===== src/rtl/i2c_host_pkg.sv =====
package i2c_host_pkg;
  localparam int CMD_W  = 10;
  localparam int STAT_W = 5;
  localparam int CTRL_W = 6;

  // word indices on the register bus
  localparam int IDX_CMD    = 0;
  localparam int IDX_RXDATA = 1;
  localparam int IDX_CTRL   = 2;
  localparam int IDX_IEN    = 3;
  localparam int IDX_IST    = 4;
  localparam int IDX_STAT   = 5;
  localparam int IDX_CMDLVL = 6;
  localparam int IDX_RXLVL  = 7;
  localparam int IDX_LOW    = 8;
  localparam int IDX_HIGH   = 9;
  localparam int IDX_HOLD   = 10;

  // status bit positions
  localparam int ST_TX   = 0;
  localparam int ST_RX   = 1;
  localparam int ST_NACK = 2;
  localparam int ST_ARB  = 3;
  localparam int ST_OVF  = 4;

  typedef enum logic [3:0] {
    SEL_NONE, SEL_RXDATA, SEL_CTRL, SEL_IEN, SEL_IST, SEL_STAT,
    SEL_CMDLVL, SEL_RXLVL, SEL_LOW, SEL_HIGH, SEL_HOLD
  } rdSel_e;

  typedef struct packed {
    logic   cmdPush;
    logic   rxPop;
    logic   ctrlWr;
    logic   ienWr;
    logic   istClr;
    logic   lowWr;
    logic   highWr;
    logic   holdWr;
    logic   rdEn;
    rdSel_e rdSel;
  } hostStrobe_t;
endpackage


===== src/rtl/i2c_host_fifo.sv =====
module i2c_host_fifo #(
  parameter  int WIDTH = 8,
  parameter  int DEPTH = 4,
  localparam int PTR_W = (DEPTH > 1) ? $clog2(DEPTH) : 1,
  localparam int LVL_W = $clog2(DEPTH + 1)
) (
  input  logic             clk,
  input  logic             rstN,
  input  logic             flush,
  input  logic             push,
  input  logic             pop,
  input  logic [WIDTH-1:0] wrData,
  output logic [WIDTH-1:0] headData,
  output logic [LVL_W-1:0] level,
  output logic             full,
  output logic             empty
);
  logic [WIDTH-1:0] mem [DEPTH];
  logic [PTR_W-1:0] wrPtr, rdPtr;
  logic doPush, doPop;

  assign full   = (level == LVL_W'(DEPTH));
  assign empty  = (level == '0);
  assign doPush = push && !full;
  assign doPop  = pop && !empty;
  assign headData = mem[rdPtr];

  function automatic logic [PTR_W-1:0] nextPtr(input logic [PTR_W-1:0] p);
    return (p == PTR_W'(DEPTH - 1)) ? '0 : p + PTR_W'(1);
  endfunction

  always_ff @(posedge clk) begin
    if (doPush && !flush) mem[wrPtr] <= wrData;
  end

  always_ff @(posedge clk) begin
    if (!rstN || flush) begin
      wrPtr <= '0;
      rdPtr <= '0;
      level <= '0;
    end else begin
      if (doPush) wrPtr <= nextPtr(wrPtr);
      if (doPop)  rdPtr <= nextPtr(rdPtr);
      if (doPush && !doPop)      level <= level + LVL_W'(1);
      else if (doPop && !doPush) level <= level - LVL_W'(1);
    end
  end
endmodule


===== src/rtl/i2c_host_ctrl.sv =====
module i2c_host_ctrl
  import i2c_host_pkg::*;
#(
  parameter  int ADDR_W = 6,
  localparam int IDX_W  = ADDR_W - 2
) (
  input  logic [ADDR_W-1:0] busAddr,
  input  logic              busWrite,
  input  logic              busRead,
  output hostStrobe_t       strb
);
  logic [IDX_W-1:0] wordIdx;
  logic [1:0] unusedByteLane;

  assign wordIdx        = busAddr[ADDR_W-1:2];
  assign unusedByteLane = busAddr[1:0];

  always_comb begin
    strb       = '0;
    strb.rdSel = SEL_NONE;
    strb.rdEn  = busRead;
    if (busWrite) begin
      case (int'(wordIdx))
        IDX_CMD:  strb.cmdPush = 1'b1;
        IDX_CTRL: strb.ctrlWr  = 1'b1;
        IDX_IEN:  strb.ienWr   = 1'b1;
        IDX_IST:  strb.istClr  = 1'b1;
        IDX_LOW:  strb.lowWr   = 1'b1;
        IDX_HIGH: strb.highWr  = 1'b1;
        IDX_HOLD: strb.holdWr  = 1'b1;
        default: ;
      endcase
    end
    if (busRead) begin
      case (int'(wordIdx))
        IDX_RXDATA: begin
          strb.rdSel = SEL_RXDATA;
          strb.rxPop = 1'b1;
        end
        IDX_CTRL:   strb.rdSel = SEL_CTRL;
        IDX_IEN:    strb.rdSel = SEL_IEN;
        IDX_IST:    strb.rdSel = SEL_IST;
        IDX_STAT:   strb.rdSel = SEL_STAT;
        IDX_CMDLVL: strb.rdSel = SEL_CMDLVL;
        IDX_RXLVL:  strb.rdSel = SEL_RXLVL;
        IDX_LOW:    strb.rdSel = SEL_LOW;
        IDX_HIGH:   strb.rdSel = SEL_HIGH;
        IDX_HOLD:   strb.rdSel = SEL_HOLD;
        default:    strb.rdSel = SEL_NONE;
      endcase
    end
  end
endmodule


===== src/rtl/i2c_host_dpath.sv =====
module i2c_host_dpath
  import i2c_host_pkg::*;
#(
  parameter  int FIFO_DEPTH = 4,
  parameter  int CNT_W      = 16,
  localparam int LVL_W      = $clog2(FIFO_DEPTH + 1)
) (
  input  logic              clk,
  input  logic              rstN,
  input  hostStrobe_t       strb,
  input  logic [31:0]       busWdata,
  output logic [31:0]       busRdata,
  input  logic              engCmdPop,
  output logic              engCmdValid,
  output logic [CMD_W-1:0]  engCmdData,
  input  logic              engRxPush,
  input  logic [7:0]        engRxData,
  input  logic              engBusy,
  input  logic              engNackPulse,
  input  logic              engArbPulse,
  output logic              cfgEnable,
  output logic              cfgFast,
  output logic [CNT_W-1:0]  cfgSclLow,
  output logic [CNT_W-1:0]  cfgSclHigh,
  output logic [CNT_W-1:0]  cfgSdaHold,
  output logic              irqOut,
  output logic [LVL_W-1:0]  cmdLevel,
  output logic [LVL_W-1:0]  rxLevel,
  output logic [STAT_W-1:0] statusVec,
  output logic [STAT_W-1:0] ienVec
);
  logic [CTRL_W-1:0] ctrlReg;
  logic [STAT_W-1:0] ienReg;
  logic [CNT_W-1:0]  lowReg, highReg, holdReg;
  logic nackFlag, arbFlag, ovfFlag;
  logic [1:0] cmdThr, rxThr;
  logic [CMD_W-1:0] cmdHead;
  logic [7:0] rxHead;
  logic cmdFull, cmdEmpty, rxFull, rxEmpty;
  logic txRdy, rxRdy, ovfEvt;
  logic [STAT_W-1:0] clrMask;
  logic [31:0] rdNext;
  logic unusedWdata;

  assign unusedWdata = ^busWdata;
  assign cfgEnable   = ctrlReg[0];
  assign cfgFast     = ctrlReg[1];
  assign cmdThr      = ctrlReg[3:2];
  assign rxThr       = ctrlReg[5:4];
  assign cfgSclLow   = lowReg;
  assign cfgSclHigh  = highReg;
  assign cfgSdaHold  = holdReg;

  // both queues live only while the core is enabled
  i2c_host_fifo #(.WIDTH(CMD_W), .DEPTH(FIFO_DEPTH)) cmdFifo (
    .clk(clk), .rstN(rstN), .flush(!cfgEnable),
    .push(strb.cmdPush && cfgEnable), .pop(engCmdPop && cfgEnable),
    .wrData(busWdata[CMD_W-1:0]), .headData(cmdHead),
    .level(cmdLevel), .full(cmdFull), .empty(cmdEmpty)
  );

  i2c_host_fifo #(.WIDTH(8), .DEPTH(FIFO_DEPTH)) rxFifo (
    .clk(clk), .rstN(rstN), .flush(!cfgEnable),
    .push(engRxPush && cfgEnable), .pop(strb.rxPop),
    .wrData(engRxData), .headData(rxHead),
    .level(rxLevel), .full(rxFull), .empty(rxEmpty)
  );

  assign engCmdValid = !cmdEmpty;
  assign engCmdData  = cmdEmpty ? '0 : cmdHead;

  // live ready conditions against thresholds
  assign txRdy  = 32'(cmdLevel) <= 32'(cmdThr);
  assign rxRdy  = 32'(rxLevel) > 32'(rxThr);
  assign ovfEvt = engRxPush && cfgEnable && rxFull;

  assign statusVec = {ovfFlag, arbFlag, nackFlag, rxRdy, txRdy};
  assign ienVec    = ienReg;
  assign clrMask   = strb.istClr ? busWdata[STAT_W-1:0] : '0;

  always_ff @(posedge clk) begin
    if (!rstN) begin
      ctrlReg <= '0;
      ienReg  <= '0;
      lowReg  <= '0;
      highReg <= '0;
      holdReg <= '0;
    end else begin
      if (strb.ctrlWr) ctrlReg <= busWdata[CTRL_W-1:0];
      if (strb.ienWr)  ienReg  <= busWdata[STAT_W-1:0];
      if (strb.lowWr)  lowReg  <= busWdata[CNT_W-1:0];
      if (strb.highWr) highReg <= busWdata[CNT_W-1:0];
      if (strb.holdWr) holdReg <= busWdata[CNT_W-1:0];
    end
  end

  // latched error flags: set beats clear, disable wipes them
  always_ff @(posedge clk) begin
    if (!rstN || !cfgEnable) begin
      nackFlag <= 1'b0;
      arbFlag  <= 1'b0;
      ovfFlag  <= 1'b0;
    end else begin
      nackFlag <= engNackPulse || (nackFlag && !clrMask[ST_NACK]);
      arbFlag  <= engArbPulse  || (arbFlag  && !clrMask[ST_ARB]);
      ovfFlag  <= ovfEvt       || (ovfFlag  && !clrMask[ST_OVF]);
    end
  end

  always_comb begin
    case (strb.rdSel)
      SEL_RXDATA: rdNext = rxEmpty ? 32'd0 : 32'(rxHead);
      SEL_CTRL:   rdNext = 32'(ctrlReg);
      SEL_IEN:    rdNext = 32'(ienReg);
      SEL_IST:    rdNext = 32'(statusVec);
      SEL_STAT:   rdNext = 32'(engBusy);
      SEL_CMDLVL: rdNext = 32'(cmdLevel);
      SEL_RXLVL:  rdNext = 32'(rxLevel);
      SEL_LOW:    rdNext = 32'(lowReg);
      SEL_HIGH:   rdNext = 32'(highReg);
      SEL_HOLD:   rdNext = 32'(holdReg);
      default:    rdNext = 32'd0;
    endcase
  end

  always_ff @(posedge clk) begin
    if (!rstN) begin
      busRdata <= '0;
      irqOut   <= 1'b0;
    end else begin
      if (strb.rdEn) busRdata <= rdNext;
      irqOut <= |(statusVec & ienReg);
    end
  end
endmodule


===== src/rtl/i2c_host_regs.sv =====
module i2c_host_regs
  import i2c_host_pkg::*;
#(
  parameter int FIFO_DEPTH = 4,
  parameter int CNT_W      = 16,
  parameter int ADDR_W     = 6
) (
  input  logic              clk,
  input  logic              rstN,
  input  logic [ADDR_W-1:0] busAddr,
  input  logic              busWrite,
  input  logic              busRead,
  input  logic [31:0]       busWdata,
  output logic [31:0]       busRdata,
  input  logic              engCmdPop,
  output logic              engCmdValid,
  output logic [CMD_W-1:0]  engCmdData,
  input  logic              engRxPush,
  input  logic [7:0]        engRxData,
  input  logic              engBusy,
  input  logic              engNackPulse,
  input  logic              engArbPulse,
  output logic              cfgEnable,
  output logic              cfgFast,
  output logic [CNT_W-1:0]  cfgSclLow,
  output logic [CNT_W-1:0]  cfgSclHigh,
  output logic [CNT_W-1:0]  cfgSdaHold,
  output logic              irqOut
);
  localparam int LVL_W = $clog2(FIFO_DEPTH + 1);

  hostStrobe_t       strb;
  logic [LVL_W-1:0]  cmdLevel, rxLevel;
  logic [STAT_W-1:0] statusVec, ienVec;

  i2c_host_ctrl #(.ADDR_W(ADDR_W)) ctrlInst (
    .busAddr(busAddr), .busWrite(busWrite), .busRead(busRead), .strb(strb)
  );

  i2c_host_dpath #(.FIFO_DEPTH(FIFO_DEPTH), .CNT_W(CNT_W)) dpathInst (
    .clk(clk), .rstN(rstN), .strb(strb), .busWdata(busWdata),
    .busRdata(busRdata), .engCmdPop(engCmdPop), .engCmdValid(engCmdValid),
    .engCmdData(engCmdData), .engRxPush(engRxPush), .engRxData(engRxData),
    .engBusy(engBusy), .engNackPulse(engNackPulse), .engArbPulse(engArbPulse),
    .cfgEnable(cfgEnable), .cfgFast(cfgFast), .cfgSclLow(cfgSclLow),
    .cfgSclHigh(cfgSclHigh), .cfgSdaHold(cfgSdaHold), .irqOut(irqOut),
    .cmdLevel(cmdLevel), .rxLevel(rxLevel), .statusVec(statusVec),
    .ienVec(ienVec)
  );
endmodule


===== config.mk =====
export PLATFORM = sky130hd
export DESIGN_NAME = i2c_host_regs
export DESIGN_NICKNAME = d
export VERILOG_FILES = /design/src/rtl/i2c_host_pkg.sv /design/src/rtl/i2c_host_fifo.sv /design/src/rtl/i2c_host_ctrl.sv /design/src/rtl/i2c_host_dpath.sv /design/src/rtl/i2c_host_regs.sv
export SDC_FILE = /design/constraint.sdc
export NUM_CORES = 1
export LEC_CHECK = 0
export ABC_AREA = 1
export BUFFER_PORTS_ARGS = -buffer_cell sky130_fd_sc_hd__buf_2
export CAP_MARGIN = 10
export CORE_ASPECT_RATIO = 1.1
export CORE_MARGIN = 2
export CORE_UTILIZATION = 55
export CTS_CLUSTER_SIZE = 16
export DETAILED_ROUTE_END_ITERATION = 8
export PLACE_DENSITY = 0.92
export SLEW_MARGIN = 20
export SYNTH_ARGS = -nofsm -noshare
export SYNTH_HDL_FRONTEND = slang
export SYNTH_HIERARCHICAL = 1
export SYNTH_SLANG_ARGS = --single-unit

===== constraint.sdc =====
create_clock -name clk -period 2 [get_ports clk]
set_input_delay 0.2 -clock clk [delete_from_list [all_inputs] [get_ports clk]]
set_output_delay 0.2 -clock clk [all_outputs]
set_load 0.01 [all_outputs]

==> Word level (Yosys, flattened, before mapping) <==
Memory sizes are Yosys's and may differ from the RTL's. A register that Yosys moved wholly into a read port is not among the register bits.
Cells that the tools add are included.
{ "word_totals": {"mem_count": 2, "wordCells": 128, "ramBits": 72, "register_bits": 109, "inputBits": 55} }
{ "classes": {"n_eq_ne": 26, "bitwise": 1, "n_reduce_logical": 40, "n_lt_le_gt_ge": 2, "add_sub_neg": 8, "mux": 33} }
{ "mem_list": {"columns": ["memory", "depth", "width", "read_ports", "rd_clocked_by_memory_dff", "wr", "line", "source"], "rows": [
  ["dpathInst.cmdFifo.mem", 4, 10, 1, 1, 1, "i2c_host_fifo.sv:18", "logic [WIDTH-1:0] mem [DEPTH];"],
  ["dpathInst.rxFifo.mem", 4, 8, 1, 1, 1, "i2c_host_fifo.sv:18", null]
]} }
{ "op_table": {"columns": ["operator", "count"], "rows": [
  ["case mux 32 bit (10 select lines)", 1],
  ["case mux 4 bit (10 select lines)", 1],
  ["== test 4 x 3 -> 1 bit, second input constant", 8],
  ["== test 4 bit, second input constant", 6],
  ["logical AND 1 bit", 17],
  ["== test 4 x 2 -> 1 bit, second input constant", 4],
  ["two-way mux 2 bit", 8],
  ["two-way mux 1 bit", 14],
  ["logical NOT 1 bit", 13],
  ["two-way mux 3 bit", 4],
  ["two-way mux 10 bit", 1],
  ["adder 2 x 1 -> 2 bit, second input constant", 4],
  ["== test 2 bit, second input constant", 4],
  ["== test 4 x 1 -> 1 bit, second input constant", 2],
  ["two-way mux 8 bit", 1],
  ["adder 3 x 1 -> 3 bit, second input constant", 2],
  ["== test 3 bit, second input constant", 2],
  ["logical NOT 3 bit", 2],
  ["two-way mux 6 bit", 1],
  ["subtractor 3 x 1 -> 3 bit, second input constant", 2],
  ["AND 5 bit", 1],
  ["two-way mux 5 bit", 1],
  ["OR reduction 5 bit", 1],
  ["logical NOT 4 bit", 1],
  ["5 further kinds", 9]
]} }

==> Logic depth before layout (Yosys ltp) <==
Gate-level depths: netlist of the first run.
{ "depth": {"ltp_word": 9, "depth_mapped": 16, "mapped_depth_nobuf": 16} }

==> By module <==
The synthesis of the first run kept the hierarchy.
{ "modules_own_cells": {"columns": ["module", "area_per_inst_um2", "instances", "cells_each", "seq_area_each_um2"], "rows": [
  ["i2c_host_dpath", 3758.6, 1, 552, 1581.5],
  ["i2c_host_fifo (dpathInst.cmdFifo)", 2043.2, 1, 171, 1381.3],
  ["i2c_host_fifo (dpathInst.rxFifo)", 1707.9, 1, 150, 1141.1],
  ["i2c_host_ctrl", 150.1, 1, 36, 0.0]
]} }

==> Worst setup path before layout of the first run <==
Ideal clock, no wire load.
{ "synth_path": {"path_kind": "reg-to-reg", "start": "reg dpathInst.ctrlReg[0]", "end": "reg dpathInst.cmdFifo.level[2]", "setup_ns": 0.110, "stages_incl_launch_ff": 14, "n_path_buf": 0, "arrival_ns": 1.703, "slack_ns": 0.187, "synth_period_minus_slack_ns": 1.813, "required_time_ns": 1.890, "path_cell_list": "dfxtp_1 nand2_1 inv_1 inv_1 nor2_8 ha_1 inv_1 fa_1 inv_1 nand2_1 nand3_1 nand2_1 inv_1 nor2_1"} }
{ "synth_between": {"elab_chain_len": 5} }
{ "synth_lines": {"columns": ["element", "line", "source"], "rows": [
  ["start, declared", "i2c_host_dpath.sv:32", "logic [CTRL_W-1:0] ctrlReg;"],
  ["start signal, assigned", "i2c_host_dpath.sv:89", "if (strb.ctrlWr) ctrlReg <= busWdata[CTRL_W-1:0];"],
  ["logical AND 1 bit (*)", "i2c_host_dpath.sv:57", ".push(strb.cmdPush && cfgEnable), .pop(engCmdPop && cfgEnable),"],
  ["logical AND 1 bit (*)", "i2c_host_fifo.sv:24", "assign doPush = push && !full;"],
  ["net dpathInst.cmdFifo.doPush", "i2c_host_fifo.sv:20", "logic doPush, doPop;"],
  ["logical NOT 1 bit", "i2c_host_fifo.sv:45", "else if (doPop && !doPush) level <= level - LVL_W'(1);"],
  ["logical AND 1 bit", "i2c_host_fifo.sv:45", null],
  ["nonzero test 2 bit (no line)", null, null],
  ["end signal, assigned", "i2c_host_fifo.sv:44", "if (doPush && !doPop) level <= level + LVL_W'(1);"],
  ["end signal, assigned", "i2c_host_fifo.sv:45", null],
  ["end, declared", "i2c_host_fifo.sv:14", "output logic [LVL_W-1:0] level,"]
]} }
Mark *: on every way through the listed nets, which the timed path passes. The rest lies on a longest branch.
A chain may end at the register's enable or synchronous reset.

==> flow_summary.ini, run 1 <==
[power_and_ir_drop]
p_int_mw = 5.342
clkPwrFrac = 0.426
p_sw_frac = 0.2241
p_sw_mw = 1.543
p_seq_frac = 0.529
comb_power_share = 0.045
powerDensity_nw_per_um2 = 762.3
p_leak_nw = 4.034
peakVddDrop_mv = 0.6693

[global_route]
grt_use_met1 = 0.3165
grt_max_degree = 35
met2_usage = 0.4631
grt_pass1_wl_um = 30930
grt_pass1_vias = 6260
grt_busiest_layer = met2
grt_use_total = 0.2719
grt_overflow_total = 0
use_met3 = 0.06689
antenna_found_initial = 0

[sta]
rsz0062_at_grt = false
period_share = 0.9398
setup_viol = 0
timing.setup.tns_ns = 0
worst_pin_slew_ns = 0.5591
slew_headroom = 0.6269
skew_ns = 0.006795
finalCriticalPeriod_ns = 1.880
final_hold_viol_count = 0
finalMaxSlewViolations = 0
fmax_mhz = 532.0

[worst_hold_path]
whs_path_depth = 1
hp-class = in2reg

[clock_tree]
cts_made_buffers = 17
clkTransAtPathRegs_ns = 0.06
cts_tree = yes
h-tree-depth = 4
root_buffer = clkbuf_16
clk_latency_ns = 0.43
cts.path.max_buffers = 2
post_cts_buffers = 0
numClockSinks = 169

[placed_design]
place_congestion = 0.9291
placed_cells = 1201
dpl.hpwl_um = 13980
place.port_buffers = 114

[floorplan]
initial_core_util = 0.5571
die_height_um = 127.5
ios = 149
die-area_um2 = 14820
fp-row-count = 45
core_um2 = 13680
fp.dieW_um = 116.2

[setup_path]
crit_type = reg2out
cp.arrival_ns = 1.68
cp_max_fo = 20
worstPathRequired_ns = 1.80
worst_setup_path_end_kind = output pin
start_kind = flop
r2r_cells = 12

[run_status]
outcome = finished clean

[layout]
final_common_cell = nor2_1
drive_gt1_frac = 0.1975
mostFrequentLayoutCells = nor2_1, nand2_1, buf_2
final_cells = 1241
diodes = 0
final_nets = 1113
area_growth_pct = 18.50
fill_cells = 1078

[routing]
avgRoutedWirePerCell_um = 15.80
viasPerCell = 5.398
drt-initial-drc-count = 759
postRouteAntennaNets = 0
drcViolationCount = 0
vias = 6699
wl_um = 19610
drt_first_pass_iters = 6

[logic_synthesis]
yosysWarnings = 6
netlist_instances = 904
netlist_area_um2 = 7622
syn_avg_cell_area_um2 = 8.432

[run]
cap_violations = 0
==> routing by layer <==
metal	wire [µm]	vias up	share of wire
met5	0	-	0
met4	770	0	0.039
met3	1495	67	0.076
met2	9849	362	0.50
met1	7493	3078	0.38
li1	-	3192	-
==> per-stage QoR <==
stage / power (mW) / cell area [µm²] / utilization / hold WS (ns) / setup slack (ns)
global placement: 3.998 / 8423 / 0.6156 / 0.4104 / 0.05726
floorplan: 3.885 / 7679 / - / 0.2989 / 0.1874
finish: 6.885 / 9032 / 0.6602 / 0.01471 / 0.1204
detailed placement: 4.006 / 8423 / 0.6156 / 0.4163 / 0.00001510
CTS: 6.903 / 9029 / 0.6599 / 0.0002667 / 0.003127
global route: 7.076 / 9032 / 0.6602 / 0.004163 / 0.03372
==> final timing paths <==
path	startpoint	end	slack, ns
max	flop	engCmdData[5]	0.12
min reg2reg	dpathInst/busRdata[5]	dpathInst/busRdata[5]	0.46
max reg2reg	dpathInst/rxFifo/level[2]	dpathInst/rxFifo/level[2]	0.19
min	engRxData[3]	dpathInst/rxFifo/mem[1][3]	0.01
==> area by class of cell <==
class / count / area, µm² / share of cell area
Sequential cell: 169 / 4108 / 0.4548
Multi-Input combinational cell: 615 / 2949 / 0.3265
Timing Repair Buffer: 150 / 885.9 / 0.09807
Inverter: 87 / 329.1 / 0.03643
Clock buffer: 22 / 454.2 / 0.05028
Clock inverter: 10 / 71.32 / 0.007896
Tap cell: 188 / 235.2 / 0.02604
==> power groups by stage <==
| stage | Clock (mW) | Sequential (mW) | Combinational [mW] |
|---|---|---|---|
| 5_1_grt | 3.09 | 3.64 | 0.344 |
| 4_1_cts | 2.96 | 3.64 | 0.305 |
| 3_5_place_dp | 0 | 3.71 | 0.291 |
| 6_report | 2.93 | 3.64 | 0.313 |
| 3_3_place_gp | 0 | 3.71 | 0.284 |
| 2_1_floorplan | 0 | 3.72 | 0.162 |
==> flip-flops by register name (all words and copies together) (netlist names), 2 cells and up, named ones only <==
| register | cells |
|---|---|
| dpathInst/busRdata | 16 |
| dpathInst/cfgSclHigh | 16 |
| dpathInst/cmdFifo/mem | 40 |
| dpathInst/rxFifo/wrPtr | 2 |
| dpathInst/cmdFifo/rdPtr | 2 |
| dpathInst/ctrlReg | 6 |
| dpathInst/cmdFifo/wrPtr | 2 |
| dpathInst/rxFifo/level | 3 |
| dpathInst/cmdFifo/level | 3 |
| dpathInst/rxFifo/rdPtr | 2 |
| dpathInst/rxFifo/mem | 32 |
| dpathInst/cfgSdaHold | 16 |
| dpathInst/ienVec | 5 |
| dpathInst/cfgSclLow | 16 |
==> worst max-delay path, stage by stage, from the launching register on <==
cell and delay, ns:
dfxtp_2 0.37, inv_2 0.27, o21ai_0 0.14, o22ai_1 0.18, inv_1 0.07, nor2_1 0.08
buf_2 0.13
==> what timing repair did <==
item | in CTS | in global routing
hold endpoints to repair | 29 | 0
hold buffers | 8 | 0
resized for setup | 0 | 4
endpoints found under the setup margin | 0 | 12
(Power assumes the default switching activity.)
==> run 2, diff against run 1 <==
--- a/config.mk
+++ b/config.mk
@@ -5,7 +5,6 @@
 export SDC_FILE = /design/constraint.sdc
 export NUM_CORES = 1
 export LEC_CHECK = 0
-export ABC_AREA = 1
 export BUFFER_PORTS_ARGS = -buffer_cell sky130_fd_sc_hd__buf_2
 export CAP_MARGIN = 10
 export CORE_ASPECT_RATIO = 1.1
@@ -13,7 +12,8 @@
 export CORE_UTILIZATION = 55
 export CTS_CLUSTER_SIZE = 16
 export DETAILED_ROUTE_END_ITERATION = 8
-export PLACE_DENSITY = 0.92
+export GPL_TIMING_DRIVEN = 1
+export PLACE_DENSITY = 0.91
 export SLEW_MARGIN = 20
 export SYNTH_ARGS = -nofsm -noshare
 export SYNTH_HDL_FRONTEND = slang
==> run 2 against run 1 <==
Against the previous run: worst hold slack better by 0.028 ns; combinational power is 18% higher; flip-flop and latch count stayed put; non-clock buffer count is 38 higher; clock power is 13% higher; clock-buffer cell count is 1 lower; largest cell class unchanged; critical path type is now reg2reg; sequential share of layout area is 2.4 points lower; highest routed layer unchanged; sequential power hardly changed; synthesized cell count is 29% lower; first-iteration DRC count is 36% lower.
==> flow_summary.ini, run 2 <==
[power_and_ir_drop]
p_seq_frac = 0.496
p_leak_nw = 3.601
clkPwrFrac = 0.454
comb_power_share = 0.050
peakVddDrop_mv = 1.223
powerDensity_nw_per_um2 = 762.7
p_int_mw = 5.755
p_sw_frac = 0.2115
p_sw_mw = 1.544

[global_route]
antenna_found_initial = 0
grt_use_total = 0.2660
grt_max_degree = 35
grt_overflow_total = 0
grt_pass1_wl_um = 29610
grt_pass1_vias = 5688

[floorplan]
core_um2 = 13680
die-area_um2 = 14880
die_height_um = 127.7
initial_core_util = 0.5594
ios = 149
fp.dieW_um = 116.5
fp-row-count = 45

[layout]
top_register = dpathInst/cmdFifo/mem
design_area_um2 = 9569
final_cells = 1013
diodes = 0
fill_cells = 931
final_common_cell = buf_2
drive_gt1_frac = 0.3200
mostFrequentLayoutCells = buf_2, dfxtp_1, mux2i_1
final_nets = 885
area_growth_pct = 25.03
largest_reg_flops = 40
reg_top3 = dpathInst/cmdFifo/mem x40, dpathInst/rxFifo/mem x32

[setup_path]
crit_path_start = dpathInst/rxFifo/level[2]
r2r-start = dpathInst/rxFifo/level[2]
cp.arrival_ns = 2.33
worstPathRequired_ns = 2.36
start_kind = flop
cp_max_fo = 3
crit_type = reg2reg
worst_setup_path_end_kind = flop

[sta]
worst_pin_slew_ns = 0.5210
slew_headroom = 0.6500
skew_ns = 0.008467
finalMaxSlewViolations = 0
timing.setup.tns_ns = 0
finalCriticalPeriod_ns = 1.974
fmax_mhz = 506.5
whs_ns = 0.04246
setup_viol = 0
final_hold_viol_count = 0
rsz0062_at_grt = true
period_share = 0.9872

[logic_synthesis]
netlist_instances = 638
syn_avg_cell_area_um2 = 12.00
yosysWarnings = 6
netlist_area_um2 = 7654

[worst_hold_path]
hp-class = in2reg
min_from = busWdata[8]

[placed_design]
place.port_buffers = 114
dpl.hpwl_um = 13440
placed_area_um2 = 8773
placed_cells = 970
place_congestion = 0.9157

[routing]
drcViolationCount = 0
vias = 5604
drt_first_pass_iters = 6
viasPerCell = 5.532
wl_um = 18970
drt-initial-drc-count = 489
avgRoutedWirePerCell_um = 18.73
postRouteAntennaNets = 0

[run_status]
outcome = finished clean

[clock_tree]
numClockSinks = 169
clkTransAtPathRegs_ns = 0.06
root_buffer = clkbuf_16
cts_made_buffers = 17
cts.path.max_buffers = 2
cts_tree = yes
clk_latency_ns = 0.43
h-tree-depth = 4

[run]
cap_violations = 0
==> run 2: critical path: stages, from the launching register on <==
cell     delay, ns
dfxtp_4       0.36
or3b_4        0.25
nand2_2       0.06
inv_2         0.07
ha_4          0.13
inv_2         0.04
fa_2          0.36
xor2_2        0.15
or3_1         0.37
a21oi_1       0.12
==> run 2: final cells by class <==
class	instances	area [µm²]	area share
sequential	169	4118	0.4303
multi-input combinational	416	3369	0.3521
timing repair buffer	188	1174	0.1226
clock buffer	21	450.4	0.04707
tap	188	235.2	0.02458
clock inverter	11	147.6	0.01543
inverter	20	75.07	0.007845
==> run 2: stage by stage <==
| step | utilization | power (mW) | setup WS [ns] |
|---|---|---|---|
| final | 0.6994 | 7.299 | 0.02563 |
| after floorplan | - | 3.894 | -0.2180 |
| after detailed placement | 0.6412 | 4.037 | -0.3978 |
| after global placement | 0.6412 | 4.027 | -0.3436 |
| after global routing | 0.6994 | 7.476 | -0.03993 |
| after CTS | 0.6925 | 7.314 | 0.009829 |
==> run 2: worst paths after layout <==
kind | endpoint | slack [ns] | cells after the start
min | dpathInst/cmdFifo/mem[3][8] | 0.04 | 1
max reg2reg | dpathInst/rxFifo/level[2] | 0.03 | 9
max | dpathInst/rxFifo/level[2] | 0.03 | 9
min reg2reg | dpathInst/busRdata[3] | 0.48 | 2
==> run 2: repair_timing <==
item                                    in CTS  in global routing
cloned                                       0                  1
endpoints found under the hold margin       33                  0
endpoints found under the setup margin       3                 14
buffers inserted                             0                  2
gates resized for setup                      4                 18
hold buffers                                 9                  0
pin swaps                                    0                  7
==> run 2: power by group through the flow <==
stage	sequential (mW)	combinational, mW	clock (mW)
2_1_floorplan	3.70	0.195	0
3_3_place_gp	3.70	0.332	0
3_5_place_dp	3.70	0.342	0
4_1_cts	3.62	0.360	3.34
5_1_grt	3.62	0.396	3.46
6_report	3.62	0.368	3.31
==> run 2: metal layers <==
layer,wire length [µm],share of wire,GRT usage
met5,0,0,0
met4,543,0.029,0.1015
met3,1372,0.072,0.07470
met2,9729,0.51,0.4579
met1,7328,0.39,0.3147
==> run 3, diff against run 2 <==
--- a/config.mk
+++ b/config.mk
@@ -9,11 +9,12 @@
 export CAP_MARGIN = 10
 export CORE_ASPECT_RATIO = 1.1
 export CORE_MARGIN = 2
-export CORE_UTILIZATION = 55
+export CORE_UTILIZATION = 57
+export CTS_BUF_LIST = sky130_fd_sc_hd__clkbuf_4 sky130_fd_sc_hd__clkbuf_8
 export CTS_CLUSTER_SIZE = 16
 export DETAILED_ROUTE_END_ITERATION = 8
 export GPL_TIMING_DRIVEN = 1
-export PLACE_DENSITY = 0.91
+export PLACE_DENSITY = 0.94
 export SLEW_MARGIN = 20
 export SYNTH_ARGS = -nofsm -noshare
 export SYNTH_HDL_FRONTEND = slang
==> run 3 against run 2 <==
Against the previous run: maximum frequency down 0.36%; register-to-register slack about the same; largest power group unchanged; clock-buffer cell count shrank 3; critical path type unchanged; largest cell class unchanged; sequential power is essentially flat; sequential share of layout area is 0.59 points higher; cell count shrank 2.1%; critical path depth unchanged; global-route usage shrank 1.1 points.
==> flow_summary.ini, run 3 (same netlist as run 2, synthesis figures left out) <==
[clock_tree]
numClockSinks = 169
clkTransAtPathRegs_ns = 0.09
root_buffer = clkbuf_8
cts.path.max_buffers = 2
clk_latency_ns = 0.46
h-tree-depth = 4
cts_tree = yes
cts_made_buffers = 17

[placed_design]
place_congestion = 0.8794
place.port_buffers = 114
dpl.hpwl_um = 13050

[routing]
avgRoutedWirePerCell_um = 18.40
viasPerCell = 5.709
wl_um = 18250
drcViolationCount = 0
postRouteAntennaNets = 0
drt-initial-drc-count = 399
drt_first_pass_iters = 4
vias = 5663

[setup_path]
worst_setup_path_end_kind = flop
worstReg2RegEnd = dpathInst/rxFifo/level[2]
start_kind = flop
worstPathRequired_ns = 2.39
cp_max_fo = 3
cp.arrival_ns = 2.37
r2r_cells = 9
r2r-start = dpathInst/rxFifo/level[2]
crit_type = reg2reg
ff2ff_setup_slack_ns = 0.02

[global_route]
grt_pass1_vias = 5683
grt_pass1_wl_um = 28260
grt_use_total = 0.2555
grt_max_degree = 47
antenna_found_initial = 0
grt_overflow_total = 0

[floorplan]
initial_core_util = 0.5817
die-area_um2 = 14370
die_height_um = 125.5
ios = 149
fp-row-count = 44
core_um2 = 13160
fp.dieW_um = 114.5

[sta]
finalMaxSlewViolations = 0
finalCriticalPeriod_ns = 1.982
setup_viol = 0
skew_ns = 0.01400
rsz0062_at_grt = true
fmax_mhz = 504.7
period_share = 0.9908
slew_headroom = 0.6386
worst_pin_slew_ns = 0.5346
whs_ns = 0.03174
final_hold_viol_count = 0

[worst_hold_path]
whs_path_depth = 1
min_from = busWdata[9]
worstHoldEndpoint = dpathInst/cmdFifo/mem[1][9]
hp-class = in2reg

[layout]
mostFrequentLayoutCells = buf_2, dfxtp_1, mux2i_1
final_core_util = 0.7180
drive_gt1_frac = 0.3297
reg_top3 = dpathInst/cmdFifo/mem x40, dpathInst/rxFifo/mem x32
diodes = 0
final_nets = 891
top_register = dpathInst/cmdFifo/mem
largest_reg_flops = 40
area_growth_pct = 23.43
final_common_cell = buf_2
fill_cells = 818

[power_and_ir_drop]
peakVddDrop_mv = 0.9911
powerDensity_nw_per_um2 = 669.1
p_leak_nw = 3.545

[run]
cap_violations = 0

[run_status]
outcome = finished clean
-- run 3: worst max-delay path: stages, from the launching register on --
cell and delay [ns]:
dfxtp_4 0.37, or3b_4 0.26, nand2_4 0.06, inv_4 0.06, ha_4 0.13, inv_2 0.04
fa_2 0.36, xor2_2 0.16, or3_1 0.37, a21oi_1 0.12
-- run 3: layout make-up --
class                      count  area [µm²]  area share
tap                          161       201.4     0.02132
timing repair buffer         194        1254      0.1327
clock inverter                14       138.9     0.01470
clock buffer                  18       247.7     0.02623
inverter                      20       77.57    0.008212
multi-input combinational    416        3407      0.3607
sequential                   169        4120      0.4362
-- run 3: how the worst max path moves through the flow --
stage,startpoint,to,slack [ns],cells past startpoint
4_1_cts,flop,engCmdData[8],-0.002,4
3_3_place_gp,busAddr[5],dpathInst/cmdFifo/level[2],-0.33,12
2_1_floorplan,busAddr[5],dpathInst/cmdFifo/mem[3][0],-0.22,5
3_5_place_dp,busAddr[5],dpathInst/cmdFifo/level[2],-0.40,12
5_1_grt,dpathInst/cmdFifo/level[1],dpathInst/cmdFifo/level[2],-0.07,8
6_report,dpathInst/rxFifo/level[2],dpathInst/rxFifo/level[2],0.02,9
-- run 3: through the flow --
step	instance area, µm²	cells	TNS (ns)	total power, mW	setup WS [ns]
floorplan	7756	653	-8.770	3.894	-0.2180
global placement	8760	944	-1.295	4.032	-0.3303
detailed placement	8760	944	-2.089	4.042	-0.3953
CTS	9283	989	-0.001776	6.343	-0.001776
global route	9447	992	-0.1346	6.522	-0.06582
finish	9447	992	0	6.321	0.01847
-- run 3: per-layer routing --
layer	GRT usage	vias to the layer above	part of all wire
met5	0	-	0
met3	0.07271	55	0.065
met2	0.4306	213	0.50
met4	0.1205	0	0.035
met1	0.2992	2769	0.40
li1	-	2626	-
-- run 3: power breakdown --
part | leakage [nW] | switching (mW) | internal (mW)
combinational | 1.93 | 0.211 | 0.162
clock | 0.183 | 1.29 | 1.04
sequential | 1.43 | 0.0144 | 3.60
total | 3.55 | 1.52 | 4.80
-- run 3: repair_timing --
item	4_1_cts	5_1_grt
setup buffers	0	3
resized for setup	5	35
setup endpoints to repair	11	14
cloned	1	0
pin swaps	0	8
hold endpoints to repair	40	0
hold buffers	12	0
